## config.mk

```make
export PLATFORM = sky130hd
export DESIGN_NAME = dma_prio_arb
export DESIGN_NICKNAME = d
export VERILOG_FILES = /design/src/rtl/dma_arb_pkg.sv /design/src/rtl/dma_arb_prio_clamp.sv /design/src/rtl/dma_arb_pick.sv /design/src/rtl/dma_arb_gnt_reg.sv /design/src/rtl/dma_prio_arb.sv
export SDC_FILE = /design/constraint.sdc
export NUM_CORES = 1
export LEC_CHECK = 0
export ABC_AREA = 1
export CAP_MARGIN = 20
export CELL_PAD_IN_SITES_DETAIL_PLACEMENT = 0
export CELL_PAD_IN_SITES_GLOBAL_PLACEMENT = 1
export CORE_UTILIZATION = 31
export DETAILED_ROUTE_END_ITERATION = 10
export PLACE_DENSITY = 0.91
export SYNTH_ARGS = -nofsm -noshare
export SYNTH_HDL_FRONTEND = slang
export SYNTH_SLANG_ARGS = --single-unit
```

## constraint.sdc

```tcl
create_clock -name clk_i -period 1.8 [get_ports clk_i]
set_input_delay 0.36 -clock clk_i [delete_from_list [all_inputs] [get_ports clk_i]]
set_output_delay 0.36 -clock clk_i [all_outputs]
set_load 0.03 [all_outputs]
```

## src/rtl/dma_arb_pkg.sv

```systemverilog
package dma_arb_pkg;
  localparam int unsigned NUM_CH   = 5;
  localparam int unsigned PRIO_W   = 3;
  localparam int unsigned PRIO_TOP = 5;
endpackage

```

## src/rtl/dma_arb_prio_clamp.sv

```systemverilog
module dma_arb_prio_clamp #(
  parameter int unsigned PRIO_W   = dma_arb_pkg::PRIO_W,
  parameter int unsigned PRIO_TOP = dma_arb_pkg::PRIO_TOP
) (
  input  logic [PRIO_W-1:0] raw_i,
  output logic [PRIO_W-1:0] eff_o
);
  localparam logic [PRIO_W-1:0] TOP = PRIO_W'(PRIO_TOP);

  assign eff_o = (raw_i > TOP) ? TOP : raw_i;

  always_comb begin
    a_clamp_range_r5: assert (eff_o <= TOP);
  end
endmodule

```

## src/rtl/dma_arb_pick.sv

```systemverilog
module dma_arb_pick #(
  parameter int unsigned NUM_CH = dma_arb_pkg::NUM_CH,
  parameter int unsigned PRIO_W = dma_arb_pkg::PRIO_W
) (
  input  logic [NUM_CH-1:0]        req_i,
  input  logic [NUM_CH*PRIO_W-1:0] eff_prio_i,
  output logic [NUM_CH-1:0]        win_o
);
  logic [PRIO_W-1:0] best;
  logic              found;

  // strict compare keeps the lowest index on a tie
  always_comb begin
    win_o = '0;
    best  = '0;
    found = 1'b0;
    for (int i = 0; i < NUM_CH; i++) begin
      if (req_i[i] && (!found || eff_prio_i[i*PRIO_W +: PRIO_W] > best)) begin
        best  = eff_prio_i[i*PRIO_W +: PRIO_W];
        found = 1'b1;
        win_o = '0;
        win_o[i] = 1'b1;
      end
    end
  end
endmodule

```

## src/rtl/dma_arb_gnt_reg.sv

```systemverilog
module dma_arb_gnt_reg #(
  parameter int unsigned NUM_CH = dma_arb_pkg::NUM_CH
) (
  input  logic              clk_i,
  input  logic              rst_ni,
  input  logic [NUM_CH-1:0] win_i,
  input  logic              xfer_done_i,
  output logic [NUM_CH-1:0] gnt_q_o
);
  logic decide;

  assign decide = (gnt_q_o == '0) || xfer_done_i;

  always_ff @(posedge clk_i or negedge rst_ni) begin
    if (!rst_ni)     gnt_q_o <= '0;
    else if (decide) gnt_q_o <= win_i;
  end

  p_hold_r6: assert property (@(posedge clk_i) disable iff (!rst_ni)
    (gnt_q_o != '0 && !xfer_done_i) |=> $stable(gnt_q_o));

  p_onehot_r9: assert property (@(posedge clk_i) disable iff (!rst_ni)
    $onehot0(gnt_q_o));
endmodule

```

## src/rtl/dma_prio_arb.sv

```systemverilog
module dma_prio_arb #(
  parameter int unsigned NUM_CH   = dma_arb_pkg::NUM_CH,
  parameter int unsigned PRIO_W   = dma_arb_pkg::PRIO_W,
  parameter int unsigned PRIO_TOP = dma_arb_pkg::PRIO_TOP
) (
  input  logic                     clk_i,
  input  logic                     rst_ni,
  input  logic [NUM_CH-1:0]        req_i,
  input  logic [NUM_CH*PRIO_W-1:0] prio_i,
  input  logic                     xfer_done_i,
  output logic [NUM_CH-1:0]        gnt_o,
  output logic                     gnt_valid_o
);
  logic [NUM_CH*PRIO_W-1:0] eff_prio;
  logic [NUM_CH-1:0]        win;

  for (genvar c = 0; c < NUM_CH; c++) begin : g_clamp
    dma_arb_prio_clamp #(.PRIO_W(PRIO_W), .PRIO_TOP(PRIO_TOP)) u_clamp (
      .raw_i (prio_i[c*PRIO_W +: PRIO_W]),
      .eff_o (eff_prio[c*PRIO_W +: PRIO_W])
    );
  end

  dma_arb_pick #(.NUM_CH(NUM_CH), .PRIO_W(PRIO_W)) u_pick (
    .req_i      (req_i),
    .eff_prio_i (eff_prio),
    .win_o      (win)
  );

  dma_arb_gnt_reg #(.NUM_CH(NUM_CH)) u_gnt (
    .clk_i       (clk_i),
    .rst_ni      (rst_ni),
    .win_i       (win),
    .xfer_done_i (xfer_done_i),
    .gnt_q_o     (gnt_o)
  );

  assign gnt_valid_o = |gnt_o;

  p_idle_grant_r2: assert property (@(posedge clk_i) disable iff (!rst_ni)
    (!gnt_valid_o && req_i != '0) |=> gnt_valid_o);

  p_new_owner_requested_r7: assert property (@(posedge clk_i) disable iff (!rst_ni)
    (gnt_valid_o && !$stable(gnt_o)) |-> ((gnt_o & $past(req_i)) != '0));

  p_empty_release_r8: assert property (@(posedge clk_i) disable iff (!rst_ni)
    ((!gnt_valid_o || xfer_done_i) && req_i == '0) |=> !gnt_valid_o);

  p_winner_is_requester_r3: assert property (@(posedge clk_i) disable iff (!rst_ni)
    (win & ~req_i) == '0);
endmodule

```

# == Yosys cells after proc, flatten, opt, wreduce, memory -nomap -nowiden ==
# Cells that the tools add are included.
# totals
elab_cells,43
reg_bits,5
output_inout_bits,6
# classes
reduce_logical,15
order_cmp,9
muxes,18
# ops
op,n
3-bit two-way mux,9
5-bit two-way mux,4
3-bit greater-than comparator (second input constant),5
3-bit greater-than comparator,4
5-bit logical NOT,1
1-bit logical OR,5
1-bit two-way mux,5
5-bit OR reduction,1
1-bit logical AND,4
1-bit logical NOT,4

# == Logic depth before layout (Yosys ltp) ==
# logic_depth
word_depth,19
ltp_mapped,37
depth_no_buf,37

# == Modules after synthesis ==
# A second synthesis with hierarchy kept.
# hier_totals
cells_unflattened,151
area_unflattened_um2,883.3
# by_module_without_submodules
mod,area_per_inst_um2,cells_each,n_inst
dma_arb_pick,520.5,91,1
dma_arb_gnt_reg,234.0,26,1
dma_arb_prio_clamp,22.5,6,5
dma_prio_arb,16.3,4,1

# == Worst setup path before layout ==
# OpenSTA, ideal clock, no wires.
# synth_timing
path_type,input-to-reg
startpoint,input prio_i[2]
endpoint,register u_gnt.gnt_q_o[0]
path_slack_ps,-2190
required_time_ps,1723
stages,34
arrival_ps,3914
cell_sequence,nand3b_1 -> ha_1 -> nand3_1 -> nand2_1 -> nand2_1 -> nand2_2 -> nand2_2 -> nand2_1 -> nand2_1 -> ha_1 -> nand2_1 -> o21ai_1 -> nand2_1 -> nand2_2 -> nand2_4 -> inv_2 -> nand2_1 -> and2_1 -> ha_1 -> nand2_1 -> o21ai_1 -> nand2_1 -> nand2_2 -> nand2_4 -> or2_1 -> nand2_1 -> ha_1 -> a21oi_1 -> o21ai_0 -> nand2_1 -> o21ai_1 -> nand2_1 -> nand3_1 -> o21ai_1
# synth_between
elab_chain_len,19
word_cells_on_any_way,28
cone_classes,5 x order compare; 12 x mux; 11 x reduce/logical
# synth_lines
element,line_no,source
start: declaration,dma_prio_arb.sv:9,"input logic [NUM_CH*PRIO_W-1:0] prio_i,"
3-bit greater-than comparator,dma_arb_prio_clamp.sv:10,assign eff_o = (raw_i > TOP) ? TOP : raw_i;
3-bit two-way mux (*),dma_arb_prio_clamp.sv:10,
3-bit two-way mux (*),dma_arb_pick.sv:18,if (req_i[i] && (!found || eff_prio_i[i*PRIO_W +: PRIO_W] > best)) begin
3-bit greater-than comparator,dma_arb_pick.sv:18,
1-bit logical OR,dma_arb_pick.sv:18,
1-bit logical AND,dma_arb_pick.sv:18,
3-bit two-way mux or 1-bit two-way mux (tied branches),dma_arb_pick.sv:18,
3-bit greater-than comparator or 1-bit logical NOT (tied branches),dma_arb_pick.sv:18,
[3 not listed],--,
3-bit greater-than comparator or 1-bit logical NOT (tied branches),dma_arb_pick.sv:18,
1-bit logical OR,dma_arb_pick.sv:18,
1-bit logical AND,dma_arb_pick.sv:18,
3-bit two-way mux or 1-bit two-way mux (tied branches),dma_arb_pick.sv:18,
3-bit greater-than comparator or 1-bit logical NOT (tied branches),dma_arb_pick.sv:18,
1-bit logical OR,dma_arb_pick.sv:18,
1-bit logical AND,dma_arb_pick.sv:18,
5-bit two-way mux (*),dma_arb_pick.sv:18,
end signal: assignment,dma_arb_gnt_reg.sv:16,else if (decide) gnt_q_o <= win_i;
end: declaration,dma_arb_gnt_reg.sv:8,output logic [NUM_CH-1:0] gnt_q_o
# Every way passes the cells marked *; elsewhere a longest branch is shown, timed or not.
# A chain may end at the register's enable or synchronous reset.

# == Worst setup path after layout ==
# layout_timing
startpoint,input prio_i[2]
endpoint,register u_gnt.gnt_q_o[3]
# Same word-level chain as after synthesis.

==> results.cfg <==
[outcome]
status = finished, violations left
violations = setup timing

[timing]
final-max-slew-violation-count = 0
rsz0062_at_grt = true
hold_ws_ps = 333
layout_setup_ws_ps = -2430
timing.fmax_ghz = 0.237
finalSetupTns_ps = -11970
finalWorstPathRequiredPeriod_ps = 4230
report.final.hold_viol_count = 0
worst_tran_pin_value_ps = 316
period_share_pct = 235
timing.final.setup_violations = 5
finalClockSkew_ps = 1.51
relSlewSlack_pct = 78.8

[layout]
drive_gt1_share_pct = 57.0
largest_register = u_gnt.gnt_q_o
antenna-diode-count = 0
final_nets = 236
stdcell_count = 228
syn_to_layout_area_delta_pct = 122
largest_registers = u_gnt.gnt_q_o (5)
finish.instance_area_sq_um = 1730
final_util_pct = 75.2
largest_register_ff_count = 5

[drt]
highest-signal-layer = met4
drt-pass1-iter-count = 4
drt-vias-per-instance = 4.94
met2_wirelength_um = 1830
vias = 1127
met3WireLength_um = 121
wl_per_cell_um = 14.5
route.final.wire_length_um = 3310
met1_length_um = 1240
antenna_violating_nets_post_route = 0
remaining_routing_drc_violations = 0
first_iter_violations = 21

[power]
max-vdd-ir-drop_v = 0.000565
power.density_cell_area_nw_per_um2 = 716
internal_power_mw = 0.677
power.share.clock_pct = 10.8
total_power_mw = 1.24
p_sw_share_pct = 45.2
power.combinational.fraction_pct = 75.1
power.switching_mw = 0.559
sequentialPowerShare_pct = 14.1
power_leakage_nw = 0.852

[critical_path]
crit_path_start_kind = primary input
worst_path_max_delay_cell = sky130_fd_sc_hd__ha_1
path_common_cell = sky130_fd_sc_hd__nand2_4
cp_max_fo = 6
cp-end-kind = flip-flop
slowest_delay_ps = 320
timing_worst_setup_path_type = in2reg
rr_worst_depth = 5
cp_data_required_time_ps = 1940
crit_arrival_ps = 4360

[placement]
dpl.hpwl_um = 1870
placed_cells_incl_taps = 205
port_buffers = 28
postPlaceCellArea_sq_um = 1340
placement.setup.worst_slack_ps = -3150
gp_congestion = 0.775

[floorplanning]
initial_core_utilization_pct = 33.8
rows = 17
coreArea_sq_um = 2300
floorplan.io_pins = 29
die_h_um = 52.1
floorplan.die_area_sq_um = 2710
die_width_um = 52.1

[clocking]
cts_max_path_buffers = 2
cts_hold_repair.buffers = 0
cts-buffers-inserted = 3
clock_tree.root_cell = sky130_fd_sc_hd__clkbuf_4
clock_latency_ps = 250
cts_tree = built
cts_htree_levels = 1
numClockSinks = 5
cts.clk_slew.worst_paths_ps = 40

[grt]
grt_max_degree = 7
grt.overflow.total = 0
grt_pass1_vias = 1097
grt_pass1_wl_um = 4580
overall_fraction_of_global_route_tracks_in_use_pct = 22.8
antenna_found_initial = 0

[logic_synthesis]
yosys.area.top_type = sky130_fd_sc_hd__ha_1
synth_nets = 158
yosys_register_bits = 5
synth.distinct_cells = 18
yosysSeqAreaShare_pct = 16.1
count_of_yosys_warnings_during_synthesis = 0
synth.cell_area_sq_um = 777
netlist_instances = 123
synth_top_area_share_pct = 19.3
synthTopCellsByArea = sky130_fd_sc_hd__ha_1 19%, sky130_fd_sc_hd__dfrtp_1 16%, sky130_fd_sc_hd__nand2_1 15%
syn_area_per_cell_sq_um = 6.32

[worst_hold_path]
min_path_type = in2async

[flow_run]
max-cap-violations = 0
-- Yosys cell counts, drive strengths merged --
master,instances
clkbuf,4
inv,14
dfrtp,5
nor3,1
o21ai,8
nand3b,1
nand2,38
and2,3
nor2,6
nand3,20
a21oi,9
ha,12
or2,2
-- per-layer routing --
metal	vias to the layer above	track usage (%)
li1	559	-
met1	526	25.0
met2	29	44.4
met3	13	2.05
met4	0	7.66
met5	-	0
-- repair_timing --
item                                    4_1_cts  5_1_grt
gates resized for setup                      49       30
buffers inserted                             15        4
endpoints found under the setup margin        6        5
pin swaps                                    38       38
-- placed cells by master, fill, tap and decap left out, drive strengths merged, types with 3 or more instances in the layout --
master         Yosys  routed
buf                0      54
nand2             38      38
clkdlybuf4s50      0      20
nand3             20      20
inv               14      14
ha                12      12
a21oi              9       9
o21ai              8       8
nor2               6       6
dfrtp              5       5
clkbuf             4       5
and2               3       3
-- power groups by stage --
stage	registers (mW)	clock network, mW	logic (mW)
4_1_cts	0.173	0.133	0.780
3_5_place_dp	0.174	0	0.692
6_report	0.175	0.134	0.928
3_3_place_gp	0.172	0	0.665
5_1_grt	0.177	0.137	0.997
2_1_floorplan	0.238	0	0.326
-- cells by family (layout without fill, tap and decap cells) --
logic type,after synthesis,count (layout),share of synthesized area [%]
fa+ha+maj,12,12,19.3
buf+inv,18,95,8.70
flops,5,5,16.1
simple gates,71,71,44.9
compound gates,17,17,10.9
-- worst paths after layout --
path                                       start  slack (ps)                to
worst max-delay path                   prio_i[2]       -2430  u_gnt.gnt_q_o[3]
worst min-delay path                      rst_ni         330  u_gnt.gnt_q_o[2]
worst max register to register  u_gnt.gnt_q_o[1]         600  u_gnt.gnt_q_o[1]
worst min register to register  u_gnt.gnt_q_o[3]         510  u_gnt.gnt_q_o[3]
max in group asynchronous                 rst_ni        1280  u_gnt.gnt_q_o[3]
min in group clk_i              u_gnt.gnt_q_o[3]         510  u_gnt.gnt_q_o[3]
-- worst max-delay path: cells and delay by family --
| kind | cells | cell delay, ps |
|---|---|---|
| fa+ha+maj | 4 | 1070 |
| simple gates | 22 | 1950 |
| compound gates | 6 | 550 |
| buf+inv | 4 | 410 |
-- area by class of cell --
class | instances | area (sq um)
Tap cell | 28 | 35.0
Multi-Input combinational cell | 100 | 861
Timing Repair Buffer | 77 | 626
Fill cell | 141 | 569
Inverter | 14 | 55.1
Sequential cell | 5 | 125
Clock buffer | 4 | 26.3
Note: power is estimated with default switching activity, not from simulation.
